===== config.mk =====
export PLATFORM = sky130hd
export DESIGN_NAME = cmd_mailbox
export DESIGN_NICKNAME = d
export VERILOG_FILES = /design/src/rtl/cmdbox_pkg.sv /design/src/rtl/cmdbox_need_lookup.sv /design/src/rtl/cmdbox_collector.sv /design/src/rtl/cmdbox_status.sv /design/src/rtl/cmd_mailbox.sv
export SDC_FILE = /design/constraint.sdc
export NUM_CORES = 1
export LEC_CHECK = 0
export CORE_MARGIN = 5
export CORE_UTILIZATION = 45
export DETAILED_ROUTE_END_ITERATION = 12
export GPL_ROUTABILITY_DRIVEN = 0
export MAX_ROUTING_LAYER = met4
export PLACE_DENSITY = 0.76
export SKIP_LAST_GASP = 1
export SLEW_MARGIN = 25
export SYNTH_ARGS = -nofsm -noshare
export SYNTH_HDL_FRONTEND = slang
export SYNTH_HIERARCHICAL = 1
export SYNTH_SLANG_ARGS = --single-unit
export TNS_END_PERCENT = 1

===== constraint.sdc =====
create_clock -name clk -period 4.1 [get_ports clk]
set_input_delay 0.615 -clock clk [delete_from_list [all_inputs] [get_ports clk]]
set_output_delay 0.615 -clock clk [all_outputs]
set_load 0.05 [all_outputs]

===== src/rtl/cmdbox_pkg.sv =====
// Shared constants for the command mailbox.
// Assumes a 4-bit internal command code and a 4-bit word count per table entry.
package cmdbox_pkg;
    localparam int WORD_W    = 32;
    localparam int CODE_W    = 4;
    localparam int NUM_CODES = 1 << CODE_W;
    localparam int NEED_W    = 4;

    localparam logic [WORD_W-1:0] ST_SUCCEEDED = 32'h0000_0000;
    localparam logic [WORD_W-1:0] ST_NEED_MORE = 32'hFFFF_FFFE;

    // Words required per code, code 15 in the top nibble, code 0 in the bottom.
    localparam logic [NUM_CODES*NEED_W-1:0] DEFAULT_NEED = 64'h0000_0070_2035_0060;
endpackage


===== src/rtl/cmdbox_need_lookup.sv =====
// Required-word lookup: returns the table entry for a command code.
// Assumes the table is a packed vector of NUM_CODES entries of NEED_W bits each.
module cmdbox_need_lookup #(
    parameter int NUM_CODES = 16,
    parameter int CODE_W    = 4,
    parameter int NEED_W    = 4,
    parameter logic [NUM_CODES*NEED_W-1:0] NEED_TBL = '0
) (
    input  logic [CODE_W-1:0] code_i,
    output logic [NEED_W-1:0] need_o
);
    logic [NEED_W-1:0] entry [NUM_CODES];

    // Unpack the table once per code.
    for (genvar g = 0; g < NUM_CODES; g++) begin : g_entry
        assign entry[g] = NEED_TBL[g*NEED_W +: NEED_W];
    end

    // Select the entry for the requested code.
    assign need_o = entry[code_i];
endmodule


===== src/rtl/cmdbox_collector.sv =====
// Argument word buffer and counter.
// A write stores at the current count unless the buffer is full. A full-buffer
// write is dropped and sets a sticky flag. clr_i zeroes the count in the same
// edge as a store. Assumes the caller never asserts wr_i together with a command write.
module cmdbox_collector #(
    parameter int DEPTH  = 6,
    parameter int WORD_W = 32,
    localparam int CNT_W = $clog2(DEPTH + 1)
) (
    input  logic                  clk,
    input  logic                  rst_n,
    input  logic                  wr_i,
    input  logic [WORD_W-1:0]     wdata_i,
    input  logic                  clr_i,
    input  logic                  ovf_clr_i,
    output logic [CNT_W-1:0]      cnt_next_o,
    output logic [DEPTH*WORD_W-1:0] args_o,
    output logic                  ovf_o
);
    logic [CNT_W-1:0] cnt_q;
    logic             full;
    logic             store;

    assign full  = (cnt_q == CNT_W'(DEPTH));
    assign store = wr_i && !full;

    // Count as it would be after this write, before any clear.
    assign cnt_next_o = store ? cnt_q + 1'b1 : cnt_q;

    // Counter: clear wins, otherwise it follows the store.
    always_ff @(posedge clk) begin
        if (!rst_n)     cnt_q <= '0;
        else if (clr_i) cnt_q <= '0;
        else            cnt_q <= cnt_next_o;
    end

    // Buffer slots: each slot loads when the count points at it.
    for (genvar g = 0; g < DEPTH; g++) begin : g_slot
        always_ff @(posedge clk) begin
            if (!rst_n)
                args_o[g*WORD_W +: WORD_W] <= '0;
            else if (store && cnt_q == CNT_W'(g))
                args_o[g*WORD_W +: WORD_W] <= wdata_i;
        end
    end

    // Sticky drop flag, cleared by a command write.
    always_ff @(posedge clk) begin
        if (!rst_n)              ovf_o <= 1'b0;
        else if (ovf_clr_i)      ovf_o <= 1'b0;
        else if (wr_i && full)   ovf_o <= 1'b1;
    end

    // a stored word advances the count by one.
    a_r4_count_advances: assert property (@(posedge clk) disable iff (!rst_n)
        (wr_i && !full && !clr_i) |=> cnt_q == $past(cnt_q) + 1'b1);

    // a dropped word leaves the buffer full.
    a_r9_drop_keeps_full: assert property (@(posedge clk) disable iff (!rst_n)
        (wr_i && full && !clr_i) |=> full);
endmodule


===== src/rtl/cmdbox_status.sv =====
// Command status register.
// A command write loads "waiting for arguments" and wins over a handler result
// arriving in the same cycle.
module cmdbox_status #(
    parameter int WORD_W = 32,
    parameter logic [WORD_W-1:0] RESET_VAL   = '0,
    parameter logic [WORD_W-1:0] PENDING_VAL = '1
) (
    input  logic              clk,
    input  logic              rst_n,
    input  logic              pending_i,
    input  logic              res_valid_i,
    input  logic [WORD_W-1:0] res_i,
    output logic [WORD_W-1:0] status_o
);
    // Update status: reset, then pending, then result.
    always_ff @(posedge clk) begin
        if (!rst_n)           status_o <= RESET_VAL;
        else if (pending_i)   status_o <= PENDING_VAL;
        else if (res_valid_i) status_o <= res_i;
    end

    // a result with no competing command write becomes the status.
    a_r6_result_latched: assert property (@(posedge clk) disable iff (!rst_n)
        (res_valid_i && !pending_i) |=> status_o == $past(res_i));

    // a command write overrides a result in the same cycle.
    a_r11_cmd_wins: assert property (@(posedge clk) disable iff (!rst_n)
        (res_valid_i && pending_i) |=> status_o == PENDING_VAL);
endmodule


===== src/rtl/cmd_mailbox.sv =====
// Command mailbox top.
// Decodes the command write, tracks the current code, decides when enough
// argument words have arrived, pulses the execute strobe and routes the
// handler's result into the status register. Assumes the handler drives
// exec_result_i combinationally while exec_valid_o is high.
module cmd_mailbox
    import cmdbox_pkg::*;
#(
    parameter int DEPTH     = 6,
    parameter int LAST_CODE = 10,
    parameter logic [NUM_CODES*NEED_W-1:0] NEED_TBL = DEFAULT_NEED
) (
    input  logic                    clk,
    input  logic                    rst_n,
    input  logic                    cmd_wr_i,
    input  logic                    arg_wr_i,
    input  logic [WORD_W-1:0]       wdata_i,
    input  logic [WORD_W-1:0]       exec_result_i,
    output logic [WORD_W-1:0]       status_o,
    output logic                    exec_valid_o,
    output logic [CODE_W-1:0]       exec_code_o,
    output logic [DEPTH*WORD_W-1:0] exec_args_o,
    output logic                    overflow_o
);
    localparam int CNT_W = $clog2(DEPTH + 1);

    logic [CODE_W-1:0] cur_q;
    logic [CODE_W-1:0] sel_code;
    logic [NEED_W-1:0] need;
    logic [CNT_W-1:0]  cnt_next;
    logic              code_ok;
    logic              arg_wr;
    logic              fire;
    logic [31:0]       words_now;

    // A command write takes the cycle, so a same-cycle argument write is ignored.
    assign arg_wr  = arg_wr_i && !cmd_wr_i;
    assign code_ok = (wdata_i != '0) && (wdata_i < WORD_W'(LAST_CODE));

    // Code under evaluation: the new command on a command write, else the current one.
    always_comb begin
        if (cmd_wr_i) sel_code = code_ok ? wdata_i[CODE_W-1:0] : '0;
        else          sel_code = cur_q;
    end

    cmdbox_need_lookup #(
        .NUM_CODES (NUM_CODES),
        .CODE_W    (CODE_W),
        .NEED_W    (NEED_W),
        .NEED_TBL  (NEED_TBL)
    ) u_need (
        .code_i (sel_code),
        .need_o (need)
    );

    // Words counted after this edge's write; a command write restarts at zero.
    assign words_now = cmd_wr_i ? 32'd0 : 32'(cnt_next);
    assign fire      = (cmd_wr_i || arg_wr) && (words_now >= 32'(need));

    cmdbox_collector #(
        .DEPTH  (DEPTH),
        .WORD_W (WORD_W)
    ) u_coll (
        .clk        (clk),
        .rst_n      (rst_n),
        .wr_i       (arg_wr),
        .wdata_i    (wdata_i),
        .clr_i      (cmd_wr_i || fire),
        .ovf_clr_i  (cmd_wr_i),
        .cnt_next_o (cnt_next),
        .args_o     (exec_args_o),
        .ovf_o      (overflow_o)
    );

    // Current command: back to code 0 after firing, else load on a command write.
    always_ff @(posedge clk) begin
        if (!rst_n)        cur_q <= '0;
        else if (fire)     cur_q <= '0;
        else if (cmd_wr_i) cur_q <= sel_code;
    end

    // Execute strobe and the code it carries.
    always_ff @(posedge clk) begin
        if (!rst_n) begin
            exec_valid_o <= 1'b0;
            exec_code_o  <= '0;
        end else begin
            exec_valid_o <= fire;
            if (fire) exec_code_o <= sel_code;
        end
    end

    cmdbox_status #(
        .WORD_W      (WORD_W),
        .RESET_VAL   (ST_SUCCEEDED),
        .PENDING_VAL (ST_NEED_MORE)
    ) u_stat (
        .clk         (clk),
        .rst_n       (rst_n),
        .pending_i   (cmd_wr_i),
        .res_valid_i (exec_valid_o),
        .res_i       (exec_result_i),
        .status_o    (status_o)
    );

    // a command write leaves the status waiting for arguments.
    a_r2_cmd_pending: assert property (@(posedge clk) disable iff (!rst_n)
        cmd_wr_i |=> status_o == ST_NEED_MORE);

    // the execute strobe only follows a register write.
    a_r5_exec_after_write: assert property (@(posedge clk) disable iff (!rst_n)
        exec_valid_o |-> $past(cmd_wr_i || arg_wr_i));

    // the drop flag holds until a command write.
    a_r9_ovf_sticky: assert property (@(posedge clk) disable iff (!rst_n)
        (overflow_o && !cmd_wr_i) |=> overflow_o);

    // a command write clears the drop flag.
    a_r2_ovf_cleared: assert property (@(posedge clk) disable iff (!rst_n)
        cmd_wr_i |=> !overflow_o);
endmodule


==> impl_metrics.env, run 1 <==
export IMPL_status="finished clean"
export IMPL_die_y_um=149
export IMPL_grt_pass1_wl_um=40700
export IMPL_slew_headroom=0.422
export IMPL_crit_type="in -> reg"
export IMPL_clk_latency_ns=0.51
export IMPL_seq_area_frac_synth=0.544
export IMPL_drt_vias_per_instance=5.20
export IMPL_grt_antenna_before_repair=0
export IMPL_cts_hold_buf=0
export IMPL_final_cells=1441
export IMPL_start_util=0.453
export IMPL_synth_edff_count=0
export IMPL_htreeDepth=1
export IMPL_p_int_mw=3.75
export IMPL_boundaryPins=298
export IMPL_grt_pass1_vias=7258
export IMPL_cts_made_buffers=24
export IMPL_die_area_um2=22300
export IMPL_dp_hpwl_um=18900
export IMPL_ys_flop_type="dfxtp_1"
export IMPL_finalCritPeriodShare=0.932
export IMPL_p_per_area_nw_per_um2=393
export IMPL_fillers=1581
export IMPL_synth_seq_cells=237
export IMPL_max_cap_violations=0
export IMPL_vias=7494
export IMPL_wirelength_um=26500
export IMPL_avgSynthCellArea_um2=9.81
export IMPL_worst_slack_ns=0.278
export IMPL_grt_overflow=0
export IMPL_hold_viol_final=0
export IMPL_dp_cells=1400
export IMPL_grt_use_total=0.235
export IMPL_rsz0062_at_grt="no"
export IMPL_syn_nets=966
export IMPL_mostFrequentLayoutCells="clkdlybuf4s50_1, dfxtp_1, o21ai_0"
export IMPL_setup_violations_final=0
export IMPL_final_nets=1237
export IMPL_vdd_ir_drop_max_v=0.000362
export IMPL_multiInputGateArea_um2=3560
export IMPL_port_buffers=297
export IMPL_worst_path_max_fanout=11
export IMPL_drv_slew=0
export IMPL_wire_per_inst_um=18.4
export IMPL_p_comb_frac=0.108
export IMPL_synthTopCellsByArea="dfxtp_1, o21ai_0, nand3_1, mux2_4, mux2i_1"
export IMPL_fmax_ghz=0.262
export IMPL_seqPwrFrac=0.479
export IMPL_synth_top_area_frac=0.544
export IMPL_n_antenna_cell=0
export IMPL_core_area_um2=19300
export IMPL_pre_cts_ws_ns=-0.404
export IMPL_drt_iter0_drc=406
export IMPL_cts_sinks=237
export IMPL_rows=51
export IMPL_synth_largest_area_cell="dfxtp_1"
export IMPL_final_min_clock_period_ns=3.82
export IMPL_crit_arrival_ns=4.21
export IMPL_hp_class="reg -> reg"
export IMPL_cts_root_buffer="clkbuf_16"
export IMPL_final_cell_area_um2=12600
export IMPL_cp_end_kind="register"
export IMPL_power_switching_mw=1.20
export IMPL_clkPwrFrac=0.413
export IMPL_leakagePower_nw=4.80
export IMPL_yosysWarnings=6
export IMPL_netlist_area_um2=8730
export IMPL_grt_max_degree=107
export IMPL_cts_buffer_depth=3
export IMPL_ant_nets=0
export IMPL_cts_tree="yes"
export IMPL_clock_skew_ns=0.00905
export IMPL_layout_commonest_cell="clkdlybuf4s50_1"
export IMPL_die_x_um=149
export IMPL_first_pass_iters=5
export IMPL_synthCells=890
export IMPL_path_clk_slew_ns=0.06
export IMPL_syn2layout_area_growth_pct=44.4
export IMPL_critPathLaunchType="input pin"
export IMPL_swShare=0.242
export IMPL_worstMarginPinSlew_ns=0.868
export IMPL_yosys_cell_types_count=42
export IMPL_regArea_um2=4750
export IMPL_drc_errors=0
export IMPL_required_ns=4.49
export IMPL_async_flop_share=0
export IMPL_dpl_instance_area_um2=11900
export IMPL_drive_above_1_share=0.0876
-- path summary, 6_finish.rpt --
check | start | end | slack, ns | cells after the start
max | wdata_i[8] | exec_code_o[3]$_SDFFE_PN0P_ | 0.28 | 16
min | u_coll/args_o[122]$_SDFFE_PN0P_ | u_coll/args_o[122]$_SDFFE_PN0P_ | 0.46 | 2
max reg2reg | u_coll/cnt_q[0]$_SDFF_PP0_ | exec_code_o[3]$_SDFFE_PN0P_ | 1.32 | 11
min reg2reg | u_coll/args_o[122]$_SDFFE_PN0P_ | u_coll/args_o[122]$_SDFFE_PN0P_ | 0.46 | 2
-- layout make-up --
class                           instances  share of cell area
Clock inverter                          3             0.00119
Tap cell                              265              0.0263
Inverter                               10             0.00298
Sequential cell                       237               0.377
Multi-Input combinational cell        567               0.283
Clock buffer                           38              0.0567
Timing Repair Buffer                  321               0.253
-- synth_stat cells, types with 3 or more instances --
| cell type | n |
|---|---|
| o22ai_1 | 3 |
| nor2b_1 | 7 |
| buf_2 | 20 |
| and3_1 | 4 |
| o21ai_0 | 165 |
| buf_12 | 3 |
| dfxtp_1 | 237 |
| mux2i_1 | 35 |
| nand3_1 | 162 |
| or3_1 | 6 |
| nor4_1 | 5 |
| a21oi_1 | 3 |
| nand2b_1 | 8 |
| o21a_1 | 31 |
| mux2_4 | 29 |
| mux2_2 | 5 |
| nand2_1 | 70 |
| clkbuf_1 | 32 |
| inv_1 | 10 |
| buf_1 | 13 |
| ha_1 | 8 |
| buf_6 | 6 |
-- timing repair --
action	in CTS	in global routing
endpoints found under the setup margin	0	7
setup buffers	0	0
resized for setup	0	2
-- critical path: stages --
cell,delay [ns]
clkdlybuf4s50_1,0.44
nor4_2,0.38
buf_4,0.17
nand4_1,0.13
or3_1,0.49
buf_4,0.19
o21bai_1,0.24
nand2b_1,0.17
a21oi_1,0.08
ha_1,0.29
nand2b_1,0.14
a211oi_1,0.24
or3_4,0.23
buf_4,0.15
mux2i_1,0.17
o21ai_0,0.08
-- flip-flops by register name, summed over array words and instances (netlist names) --
signal / cells
exec_code_o: 4
u_stat/status_o: 32
u_coll/ovf_o: 1
exec_valid_o: 1
u_coll/args_o: 192
u_coll/cnt_q: 3
cur_q: 4
-- power by group through the flow --
stage / clock network (mW) / registers [mW] / logic [mW]
6_report: 2.04 / 2.37 / 0.537
5_1_grt: 2.19 / 2.37 / 0.564
4_1_cts: 2.09 / 2.37 / 0.538
3_5_place_dp: 0 / 2.42 / 0.536
3_3_place_gp: 0 / 2.42 / 0.532
2_1_floorplan: 0 / 2.57 / 0.176
-- metal layers --
metal,vias to the layer above,global-route usage,wire length [um]
li1,3659,-,-
met1,3539,0.273,10500
met2,212,0.398,13300
met3,84,0.0386,1310
met4,0,0.114,1340
met5,-,-,0
-- cells by family after synthesis --
kind of cell | Yosys count | synth area share
XOR/XNOR | 1 | 0.00100
buffers and inverters | 86 | 0.0515
flip-flops | 237 | 0.544
adder cells (fa/ha/maj) | 8 | 0.0115
multiplexers | 69 | 0.0965
AO/OA/AOI/OAI | 209 | 0.133
other | 1 | 0.000430
AND/OR/NAND/NOR | 279 | 0.163
-- per-stage QoR --
step	setup TNS (ns)	power [mW]	hold WS (ns)	utilization
finish	0	4.95	0.456	0.654
global route	0	5.12	0.482	0.654
CTS	0	5.00	0.460	0.653
detailed placement	-3.38	2.95	0.452	0.616
global placement	-3.64	2.95	0.445	0.616
floorplan	0	2.74	0.617	-
Power figures use the tool's default switching activity.
==> run 2, diff against run 1 <==
--- a/config.mk
+++ b/config.mk
@@ -5,6 +5,7 @@
 export SDC_FILE = /design/constraint.sdc
 export NUM_CORES = 1
 export LEC_CHECK = 0
+export CAP_MARGIN = 5
 export CORE_MARGIN = 5
 export CORE_UTILIZATION = 45
 export DETAILED_ROUTE_END_ITERATION = 12
==> results of run 2 <==
No change in the layout: final DEF, timing and power equal those of run 1.
